## config.mk

```make
export PLATFORM = sky130hd
export DESIGN_NAME = dual_class_intc
export DESIGN_NICKNAME = d
export VERILOG_FILES = /design/src/rtl/intc_pkg.sv /design/src/rtl/intc_regfile.sv /design/src/rtl/intc_prio_arb.sv /design/src/rtl/intc_top_find.sv /design/src/rtl/dual_class_intc.sv
export SDC_FILE = /design/constraint.sdc
export NUM_CORES = 2
export LEC_CHECK = 0
export BUFFER_PORTS_ARGS = -buffer_cell sky130_fd_sc_hd__buf_2
export CORE_ASPECT_RATIO = 0.75
export CORE_MARGIN = 3
export CORE_UTILIZATION = 40
export CTS_BUF_LIST = sky130_fd_sc_hd__clkbuf_4 sky130_fd_sc_hd__clkbuf_8
export DETAILED_ROUTE_END_ITERATION = 16
export PLACE_DENSITY = 0.54
export SYNTH_ARGS = -nofsm -noshare
export SYNTH_HDL_FRONTEND = slang
export SYNTH_SLANG_ARGS = --single-unit
```

## constraint.sdc

```tcl
create_clock -name clk -period 336.4 [get_ports clk]
set_input_delay 50.46 -clock clk [delete_from_list [all_inputs] [get_ports clk]]
set_output_delay 50.46 -clock clk [all_outputs]
set_load 0.005 [all_outputs]
```

## src/rtl/intc_pkg.sv

```systemverilog
package intc_pkg;
  localparam int NUM_SRC   = 64;
  localparam int PRIO_W    = 4;
  localparam int NUM_W     = $clog2(NUM_SRC);
  localparam int ADDR_W    = 7;
  localparam int DATA_W    = 32;
  localparam int MASK_W    = PRIO_W + 1;
  localparam logic [15:0] VEC_NONE = 16'hFFFF;

  // word indices (byte address >> 2)
  localparam logic [4:0] W_MASK   = 5'h01;
  localparam logic [4:0] W_ENNUM  = 5'h02;
  localparam logic [4:0] W_DISNUM = 5'h03;
  localparam logic [4:0] W_ENHI   = 5'h04;
  localparam logic [4:0] W_ENLO   = 5'h05;
  localparam logic [4:0] W_CLSHI  = 5'h06;
  localparam logic [4:0] W_CLSLO  = 5'h07;
  localparam logic [4:0] W_NVEC   = 5'h10;
  localparam logic [4:0] W_FVEC   = 5'h11;
  localparam logic [4:0] W_SRCHI  = 5'h12;
  localparam logic [4:0] W_SRCLO  = 5'h13;
  localparam logic [4:0] W_FRCHI  = 5'h14;
  localparam logic [4:0] W_FRCLO  = 5'h15;
  localparam logic [4:0] W_NPHI   = 5'h16;
  localparam logic [4:0] W_NPLO   = 5'h17;
  localparam logic [4:0] W_FPHI   = 5'h18;
  localparam logic [4:0] W_FPLO   = 5'h19;
endpackage

```

## src/rtl/intc_regfile.sv

```systemverilog
module intc_regfile
  import intc_pkg::*;
(
  input  logic                       clk,
  input  logic                       rst_n,
  input  logic                       we,
  input  logic [ADDR_W-1:0]          addr,
  input  logic [DATA_W-1:0]          wdata,
  output logic [NUM_SRC-1:0]         en_q,
  output logic [NUM_SRC-1:0]         cls_q,
  output logic [NUM_SRC-1:0]         frc_q,
  output logic [MASK_W-1:0]          mask_q,
  output logic [NUM_SRC*PRIO_W-1:0]  prio_q
);
  logic [NUM_SRC-1:0]        en_d, cls_d, frc_d;
  logic [MASK_W-1:0]         mask_d;
  logic [NUM_SRC*PRIO_W-1:0] prio_d;
  logic                      num_ok;

  assign num_ok = (wdata[DATA_W-1:NUM_W] == '0);

  always_comb begin
    en_d   = en_q;
    cls_d  = cls_q;
    frc_d  = frc_q;
    mask_d = mask_q;
    prio_d = prio_q;
    if (we) begin
      case (addr[ADDR_W-1:2])
        W_MASK:   mask_d = wdata[MASK_W-1:0];
        W_ENNUM:  if (num_ok) en_d[wdata[NUM_W-1:0]] = 1'b1;
        W_DISNUM: if (num_ok) en_d[wdata[NUM_W-1:0]] = 1'b0;
        W_ENHI:   en_d[63:32]  = wdata;
        W_ENLO:   en_d[31:0]   = wdata;
        W_CLSHI:  cls_d[63:32] = wdata;
        W_CLSLO:  cls_d[31:0]  = wdata;
        W_FRCHI:  frc_d[63:32] = wdata;
        W_FRCLO:  frc_d[31:0]  = wdata;
        5'h08, 5'h09, 5'h0A, 5'h0B, 5'h0C, 5'h0D, 5'h0E, 5'h0F:
          // word x lives at index 15-x, so x is the inverted low bits
          prio_d[{~addr[4:2], 5'd0} +: DATA_W] = wdata;
        default: ;
      endcase
    end
  end

  always_ff @(posedge clk or negedge rst_n) begin
    if (!rst_n) begin
      en_q   <= '0;
      cls_q  <= '0;
      frc_q  <= '0;
      mask_q <= {MASK_W{1'b1}};
      prio_q <= '0;
    end else if (we) begin
      en_q   <= en_d;
      cls_q  <= cls_d;
      frc_q  <= frc_d;
      mask_q <= mask_d;
      prio_q <= prio_d;
    end
  end
endmodule

```

## src/rtl/intc_prio_arb.sv

```systemverilog
module intc_prio_arb
  import intc_pkg::*;
(
  input  logic [NUM_SRC-1:0]        elig,
  input  logic [NUM_SRC*PRIO_W-1:0] prio,
  output logic                      valid,
  output logic [NUM_W-1:0]          num
);
  logic [PRIO_W-1:0] best;

  // ascending scan with >= lets the higher number win a tie
  always_comb begin
    valid = 1'b0;
    best  = '0;
    num   = '0;
    for (int i = 0; i < NUM_SRC; i++) begin
      if (elig[i] && (!valid || prio[i*PRIO_W +: PRIO_W] >= best)) begin
        valid = 1'b1;
        best  = prio[i*PRIO_W +: PRIO_W];
        num   = NUM_W'(i);
      end
    end
  end
endmodule

```

## src/rtl/intc_top_find.sv

```systemverilog
module intc_top_find #(
  parameter int W  = 64,
  localparam int IW = $clog2(W)
) (
  input  logic [W-1:0]  vec,
  output logic          valid,
  output logic [IW-1:0] idx
);
  always_comb begin
    valid = 1'b0;
    idx   = '0;
    for (int i = 0; i < W; i++) begin
      if (vec[i]) begin
        valid = 1'b1;
        idx   = IW'(i);
      end
    end
  end
endmodule

```

## src/rtl/dual_class_intc.sv

```systemverilog
module dual_class_intc
  import intc_pkg::*;
(
  input  logic              clk,
  input  logic              rst_n,
  input  logic [63:0]       src_i,
  input  logic [6:0]        bus_addr,
  input  logic [31:0]       bus_wdata,
  input  logic              bus_we,
  output logic [31:0]       bus_rdata,
  output logic              normal_irq,
  output logic              fast_irq
);
  logic [NUM_SRC-1:0]        en_q, cls_q, frc_q, req;
  logic [NUM_SRC-1:0]        norm_pend, fast_pend, elig;
  logic [MASK_W-1:0]         mask_q;
  logic [NUM_SRC*PRIO_W-1:0] prio_q;
  logic                      nvec_valid, fvec_valid;
  logic [NUM_W-1:0]          nvec_num, fvec_num;
  logic [DATA_W-1:0]         nvec_word, fvec_word;

  intc_regfile u_regs (
    .clk    (clk),
    .rst_n  (rst_n),
    .we     (bus_we),
    .addr   (bus_addr),
    .wdata  (bus_wdata),
    .en_q   (en_q),
    .cls_q  (cls_q),
    .frc_q  (frc_q),
    .mask_q (mask_q),
    .prio_q (prio_q)
  );

  assign req       = src_i | frc_q;
  assign norm_pend = req & en_q & ~cls_q;
  assign fast_pend = req & en_q & cls_q;

  for (genvar g = 0; g < NUM_SRC; g++) begin : g_elig
    assign elig[g] = norm_pend[g] &
                     (mask_q[PRIO_W] | (prio_q[g*PRIO_W +: PRIO_W] > mask_q[PRIO_W-1:0]));
  end

  assign normal_irq = |elig;
  assign fast_irq   = |fast_pend;

  intc_prio_arb u_arb (
    .elig  (elig),
    .prio  (prio_q),
    .valid (nvec_valid),
    .num   (nvec_num)
  );

  intc_top_find #(.W(NUM_SRC)) u_fast (
    .vec   (fast_pend),
    .valid (fvec_valid),
    .idx   (fvec_num)
  );

  assign nvec_word = nvec_valid ? {{(16-NUM_W){1'b0}}, nvec_num, 16'h0000} : {VEC_NONE, 16'h0000};
  assign fvec_word = fvec_valid ? {{(16-NUM_W){1'b0}}, fvec_num, 16'h0000} : {VEC_NONE, 16'h0000};

  always_comb begin
    case (bus_addr[ADDR_W-1:2])
      W_MASK:  bus_rdata = {{(DATA_W-MASK_W){1'b0}}, mask_q};
      W_ENHI:  bus_rdata = en_q[63:32];
      W_ENLO:  bus_rdata = en_q[31:0];
      W_CLSHI: bus_rdata = cls_q[63:32];
      W_CLSLO: bus_rdata = cls_q[31:0];
      5'h08, 5'h09, 5'h0A, 5'h0B, 5'h0C, 5'h0D, 5'h0E, 5'h0F:
               bus_rdata = prio_q[{~bus_addr[4:2], 5'd0} +: DATA_W];
      W_NVEC:  bus_rdata = nvec_word;
      W_FVEC:  bus_rdata = fvec_word;
      W_SRCHI: bus_rdata = src_i[63:32];
      W_SRCLO: bus_rdata = src_i[31:0];
      W_FRCHI: bus_rdata = frc_q[63:32];
      W_FRCLO: bus_rdata = frc_q[31:0];
      W_NPHI:  bus_rdata = norm_pend[63:32];
      W_NPLO:  bus_rdata = norm_pend[31:0];
      W_FPHI:  bus_rdata = fast_pend[63:32];
      W_FPLO:  bus_rdata = fast_pend[31:0];
      default: bus_rdata = '0;
    endcase
  end
endmodule

```

* Word-level counts from Yosys, hierarchy flattened
Cells that the tools add are included.
W data, S select, Z words.
** Cells by class
- $add $sub $neg :: 1
- $mul :: 0
- Div/mod/pow operators :: 0
- $lt $le $gt $ge :: 129
- Equal/unequal tests :: 27
- Shifts and indexed selects :: 3
- Muxes and demuxes :: 327
- Bitwise logic cells :: 137
- Reduce and logical (&&, ||, !) cells :: 204
** Operators with widths (count)
- $pmux W32 S16 :: 1
- $mux W6 :: 64
- $mux W4 :: 79
- $and A64 B64 Y64 :: 4
- $bwmux W256 :: 1
- $gt A4 B4 Y1 :: 64
- $shift A32 B10 Y256 const A :: 1
- $shiftx A256 B9 Y32 :: 1
- $shiftx A32 B10 Y256 :: 1
- $ge A4 B4 Y1 :: 63
- $pmux W32 S3 :: 2
- $mux W5 :: 32
- $mux W1 :: 131
- $mux W64 :: 2
- $not A64 Y64 :: 2
- $or A64 B64 Y64 :: 2
- $reduce_or A64 Y1 :: 2
- $and A1 B1 Y1 :: 64
- $logic_and A1 B1 Y1 :: 64
- $mux W32 :: 2
- $or A1 B1 Y1 :: 64
- $logic_not A1 Y1 :: 63
- $logic_or A1 B1 Y1 :: 63
- $eq A5 B5 Y1 const B :: 10
- other kinds (17) :: 46
** Storage, ports and cells
- Bits in registers :: 453
- Latch bits :: 0
- RAM bits :: 0
- Memory bits (read-only) :: 0
- Input bits :: 106
- Output and inout port bits :: 34
- Logic and storage cells :: 836
- Memories :: 0

* Depth between registers and ports, before layout
- Depth in word-level cells :: 259
- Mapped depth :: 521
- Mapped depth without buffers :: 511

* Hierarchy
Synthesis repeated with hierarchy kept, for this count alone.
** Second synthesis, totals
- Cell total of the unflattened synthesis :: 5302
- Area total of the unflattened synthesis :: 46588.4 um^2
** By module, submodules not included
- intc_regfile :: instances 1, cells each 1481, area each 19398.6 um^2, sequential area each 11342.1 um^2
- intc_prio_arb :: instances 1, cells each 2008, area each 13690.6 um^2, sequential area each 0.0 um^2
- dual_class_intc :: instances 1, cells each 1670, area each 12672.2 um^2, sequential area each 0.0 um^2
- intc_top_find :: instances 1, cells each 143, area each 827.0 um^2, sequential area each 0.0 um^2

* Worst setup path after synthesis
Ideal clock, no wire load.
- Kind :: in2out
- From :: input port src_i[0]
- To :: output port bus_rdata[20]
- Data arrival time :: 139.717 ns
- Required time :: 285.940 ns
- Setup slack :: 146.223 ns
- Stages :: 485
- Path buffers :: 14
- Cell sequence :: nor2_1 -> or3b_1 -> a211oi_1 -> nand2_1 -> ha_1 -> a21oi_1 -> o21ai_0 -> o21ai_0 -> o21ai_0 -> ha_1 -> o21ai_0 -> a21oi_1 -> a211oi_4 -> o221ai_1 -> and2_1 -> ha_1 -> o21ai_0 -> a21oi_1 -> (+449 left out) -> ha_1 -> nand2b_1 -> a21o_1 -> a21o_1 -> a21oi_1 -> nand2_1 -> nand2_1 -> mux2_2 -> ha_1 -> nand2b_1 -> a21o_1 -> a21o_1 -> a21oi_1 -> o21a_1 -> and2_1 -> nand4_1 -> nor4b_1 -> a21oi_1
** On the way
- Longest elaborated chain between the ends :: 259
- Elaborated cells on any way between the ends :: 499
- Classes of those cells :: order compare: 63; mux: 242; bitwise: 5; reduce/logical: 189
** RTL lines
- start, declared :: RTL line dual_class_intc.sv:6 : input logic [63:0] src_i,
- $or A64 B64 Y64 (*) :: RTL line dual_class_intc.sv:35 : assign req = src_i | frc_q;
- $and A64 B64 Y64 (*) :: RTL line dual_class_intc.sv:36, dual_class_intc.sv:37
- $and A64 B64 Y64 :: RTL line dual_class_intc.sv:36 : assign norm_pend = req & en_q & ~cls_q;
- $and A1 B1 Y1 :: RTL line dual_class_intc.sv:40 : assign elig[g] = norm_pend[g] &
- $mux W4 or $mux W1 (tied branches) :: RTL line intc_prio_arb.sv:17 : if (elig[i] && (!valid || prio[i*PRIO_W +: PRIO_W] >= best)) begin
- $ge A4 B4 Y1 or $logic_not A1 Y1 (tied branches) :: RTL line intc_prio_arb.sv:17
- $logic_or A1 B1 Y1 :: RTL line intc_prio_arb.sv:17
- $logic_and A1 B1 Y1 :: RTL line intc_prio_arb.sv:17
- (+243 left out)
- $logic_and A1 B1 Y1 :: RTL line intc_prio_arb.sv:17
- $mux W4 or $mux W1 (tied branches) :: RTL line intc_prio_arb.sv:17
- $ge A4 B4 Y1 or $logic_not A1 Y1 (tied branches) :: RTL line intc_prio_arb.sv:17
- $logic_or A1 B1 Y1 :: RTL line intc_prio_arb.sv:17
- $logic_and A1 B1 Y1 :: RTL line intc_prio_arb.sv:17
- $mux W6 or $mux W1 (tied branches) :: RTL line intc_prio_arb.sv:17
- $mux W32 :: RTL line dual_class_intc.sv:60 : assign nvec_word = nvec_valid ? {{(16-NUM_W){1'b0}}, nvec_num, 16'h0000} : {VEC_NONE, 16'h0000};
- $pmux W32 S16 (*) :: RTL line dual_class_intc.sv:64 : case (bus_addr[ADDR_W-1:2])
- end, declared :: RTL line dual_class_intc.sv:10 : output logic [31:0] bus_rdata,
Mark *: on every way between the ends. The rest lies on a longest branch, timed or not.

* Final worst setup path
- From :: input port src_i[0]
- To :: output port bus_rdata[21]
Same word-level chain as after synthesis.

==> flow_summary_export.csv <==
group,metric,value,unit
run_status,status,"complete, no violations",
clock_network,cts_tree,"built",
clock_network,cts_root_buf,"clkbuf_8",
die,start_util,40.6,%
routing,drtIter0Drc,6640,
yosys,synthFlopType,"dfrtp_1",
timing,slew_violations,0,
clock_network,cts_buffer_depth,3,
final_layout,area_growth,10.5,%
timing,fin_crit_sh,62.4,%
timing,final.setup.tns,0,ns
yosys,ys_seq_area_share,26.4,%
timing,period_minus_slack,209.86,ns
placed_design,placed_cells,6522,
yosys,yosysMostFrequentCell,"nand2_1",
global_route,globalRouteOverflowTotal,0,
global_route,antenna_found_initial,38,
final_layout,fill_cells,10475,
placed_design,port_buffers,137,
yosys,ys_seq_elements,453,
final_layout,stdcell_count,6688,
yosys,netlist_instances,5092,
global_route,grt_use_total,40.9,%
critical_path,worstSetupEndpointType,"output port",
critical_path,setup.worst_path.class,"input pin to output port",
yosys,synth_top_area_share,26.1,%
power,power.leakage,20.8,nW
critical_path,crit_family,"compound AO/OA/AOI/OAI gates",
timing,clock.fmax,0.00477,GHz
die,coreArea,106000,um^2
routing,via_per_inst,6.75,
critical_path,critPathMaxFanout,13,
clock_network,cts_setup_buffers,0,
yosys,yosysTopAreaCell,"dfrtp_1",
clock_network,numCtsBuffers,85,
critical_path,start_kind,"input pin",
die,fp.dieW,384,um
timing,fin_hold_ws,0.537,ns
final_layout,multi_input_area,30000,um^2
die,rows,103,
yosys,synth_common_cells,"nand2_1 (639), o21ai_0 (556), ha_1 (458), dfrtp_1 (448), a21oi_1 (333)",
clock_network,clock-sinks,453,
critical_path,cp.required,285.94,ns
yosys,avgSynthCellArea,8.43,um^2
timing,slew_headroom,11.9,%
yosys,ys_types,122,
timing,hold_viol_final,0,
global_route,grt_max_degree,74,
placed_design,dpl_cell_area,45400,um^2
global_route,grt_pass1_wl,321000,um
clock_network,clkTransAtPathRegs,0.06,ns
routing,wl_per_cell,34.7,um
yosys,synth.net_count,5656,
final_layout,finalInstanceArea,47400,um^2
clock_network,clk_latency,0.78,ns
yosys,ys_async_sr_fraction,100,%
final_layout,regArea,11300,um^2
final_layout,final_layout_size_suffix_gt1_share,15.6,%
yosys,synth_area_leaders,"dfrtp_1 (26%), ha_1 (13%), o21ai_0 (6.5%)",
critical_path,cp_num_buf_inv,27,
critical_path,slowest_delay,0.87,ns
critical_path,path_common_cell,"ha_1",
global_route,grt_pass1_vias,40561,
die,die_area,111000,um^2
yosys,syn_area,42900,um^2
clock_network,ctsHoldBuffers,0,
routing,dr.pass1.iters,7,
clock_network,cts_resized,0,
routing,vias,45136,
power,p_per_area,6.77,nW/um^2
placed_design,dp_hpwl,179000,um
critical_path,critical_path_arrival,159.40,ns
die,fp.dieH,290,um
yosys,yosysWarnings,0,
routing,detail-route-antenna-nets,0,
timing,finalSetupViolCount,0,
timing,rsz0062_at_grt,"false",
clock_network,htreeDepth,3,
job,cap_violations,0,
hold_path,hold_path.class,"flop to flop",
routing,wl,232000,um
yosys,synth_edf_count,0,
critical_path,cp_slowest_cell,"nor3_1",
final_layout,nets,5756,
power,vdd_ir_drop_max,0.00425,mV
placed_design,gp_congestion,1.02,
timing,fin_worst_skew,0,ns
timing,tightest_slew,1.32,ns
routing,drc,0,
die,ioPinCount,140,
-- cell families (layout without fill, tap and decap cells) --
family	Yosys count	count (layout)	synth area share, %
AO/OA/AOI/OAI	1838	1838	28.9
AND/OR/NAND/NOR	1581	1581	17.5
adder cells (fa/ha/maj)	460	460	13.4
flip-flops	453	453	26.4
buffers and inverters	444	607	3.97
multiplexers	316	316	9.83
other	0	16	0
-- worst reg2reg max path, delay by kind of cell, from the launching register on --
family	cells	cell delay, ns
buf+inv	1	0.74
flops	1	0.98
mux	1	0.30
-- metrics by stage --
step	util, %	setup slack [ns]	total power [mW]
2_1_floorplan	-	146.22	0.191
3_3_place_gp	42.9	130.08	0.247
4_1_cts	44.8	129.18	0.315
5_1_grt	44.8	118.94	0.341
3_5_place_dp	42.9	129.79	0.250
6_report	44.8	126.54	0.321
-- path summary, 6_finish.rpt --
check,depth (start not counted),slack [ns],startpoint,to
min in group asynchronous,1,49.66,rst_n,u_regs.prio_q[37]
max in group asynchronous,3,284.39,rst_n,u_regs.cls_q[52]
worst max register to register,2,334.32,u_regs.mask_q[4],u_regs.mask_q[4]
worst max-delay path,486,126.54,src_i[0],bus_rdata[21]
worst min register to register,1,0.54,u_regs.frc_q[32],u_regs.frc_q[32]
worst min-delay path,1,0.54,u_regs.frc_q[32],u_regs.frc_q[32]
-- placed cells by master, fill, tap and decap left out, types with 40 or more instances in the layout --
master / Yosys / layout
mux4_2: 64 / 64
and2_1: 52 / 51
a211oi_1: 51 / 51
a21oi_1: 333 / 333
buf_4: 2 / 108
nor2b_1: 82 / 81
mux2i_1: 48 / 48
nor2_1: 310 / 301
o21ai_0: 556 / 555
o21a_1: 90 / 90
a21o_1: 78 / 78
o211ai_1: 148 / 148
mux2_2: 204 / 204
dfrtp_1: 448 / 448
inv_1: 211 / 208
a221oi_1: 40 / 40
nand2b_1: 145 / 145
ha_1: 458 / 458
clkbuf_8: 0 / 106
nand3_1: 62 / 62
buf_2: 5 / 135
a22oi_1: 61 / 61
nand2_1: 639 / 630
nor3_1: 82 / 78
-- metal layers --
metal	vias to the layer above	GRT usage, %	part of all wire [%]
met5	-	0	0.057
met4	18	17.5	5.0
met3	461	13.9	13
met2	2872	55.6	39
met1	22323	58.1	43
li1	19462	-	-
-- sequential cells by signal, summed over array words and instances, names as in the netlist --
register and flops:
u_regs.prio_q 256, u_regs.cls_q 64, u_regs.en_q 64, u_regs.frc_q 64, u_regs.mask_q 5
-- where the power goes --
group | total [mW] | internal [mW] | switching (mW)
Combinational | 0.181 | 0.0718 | 0.109
Sequential | 0.0745 | 0.0609 | 0.0137
Clock | 0.0653 | 0.0369 | 0.0285
-- layout make-up --
class                   count  share of cell area [%]
multi-input cells        4195                    63.2
clock buffers             117                    3.25
repair buffers            244                    3.17
flip-flops and latches    453                    23.9
well taps                1417                    3.74
clock inverters            33                   0.937
inverters                 213                    1.69
diodes                     16                  0.0844
No activity file was read; power rests on OpenSTA's default activity.
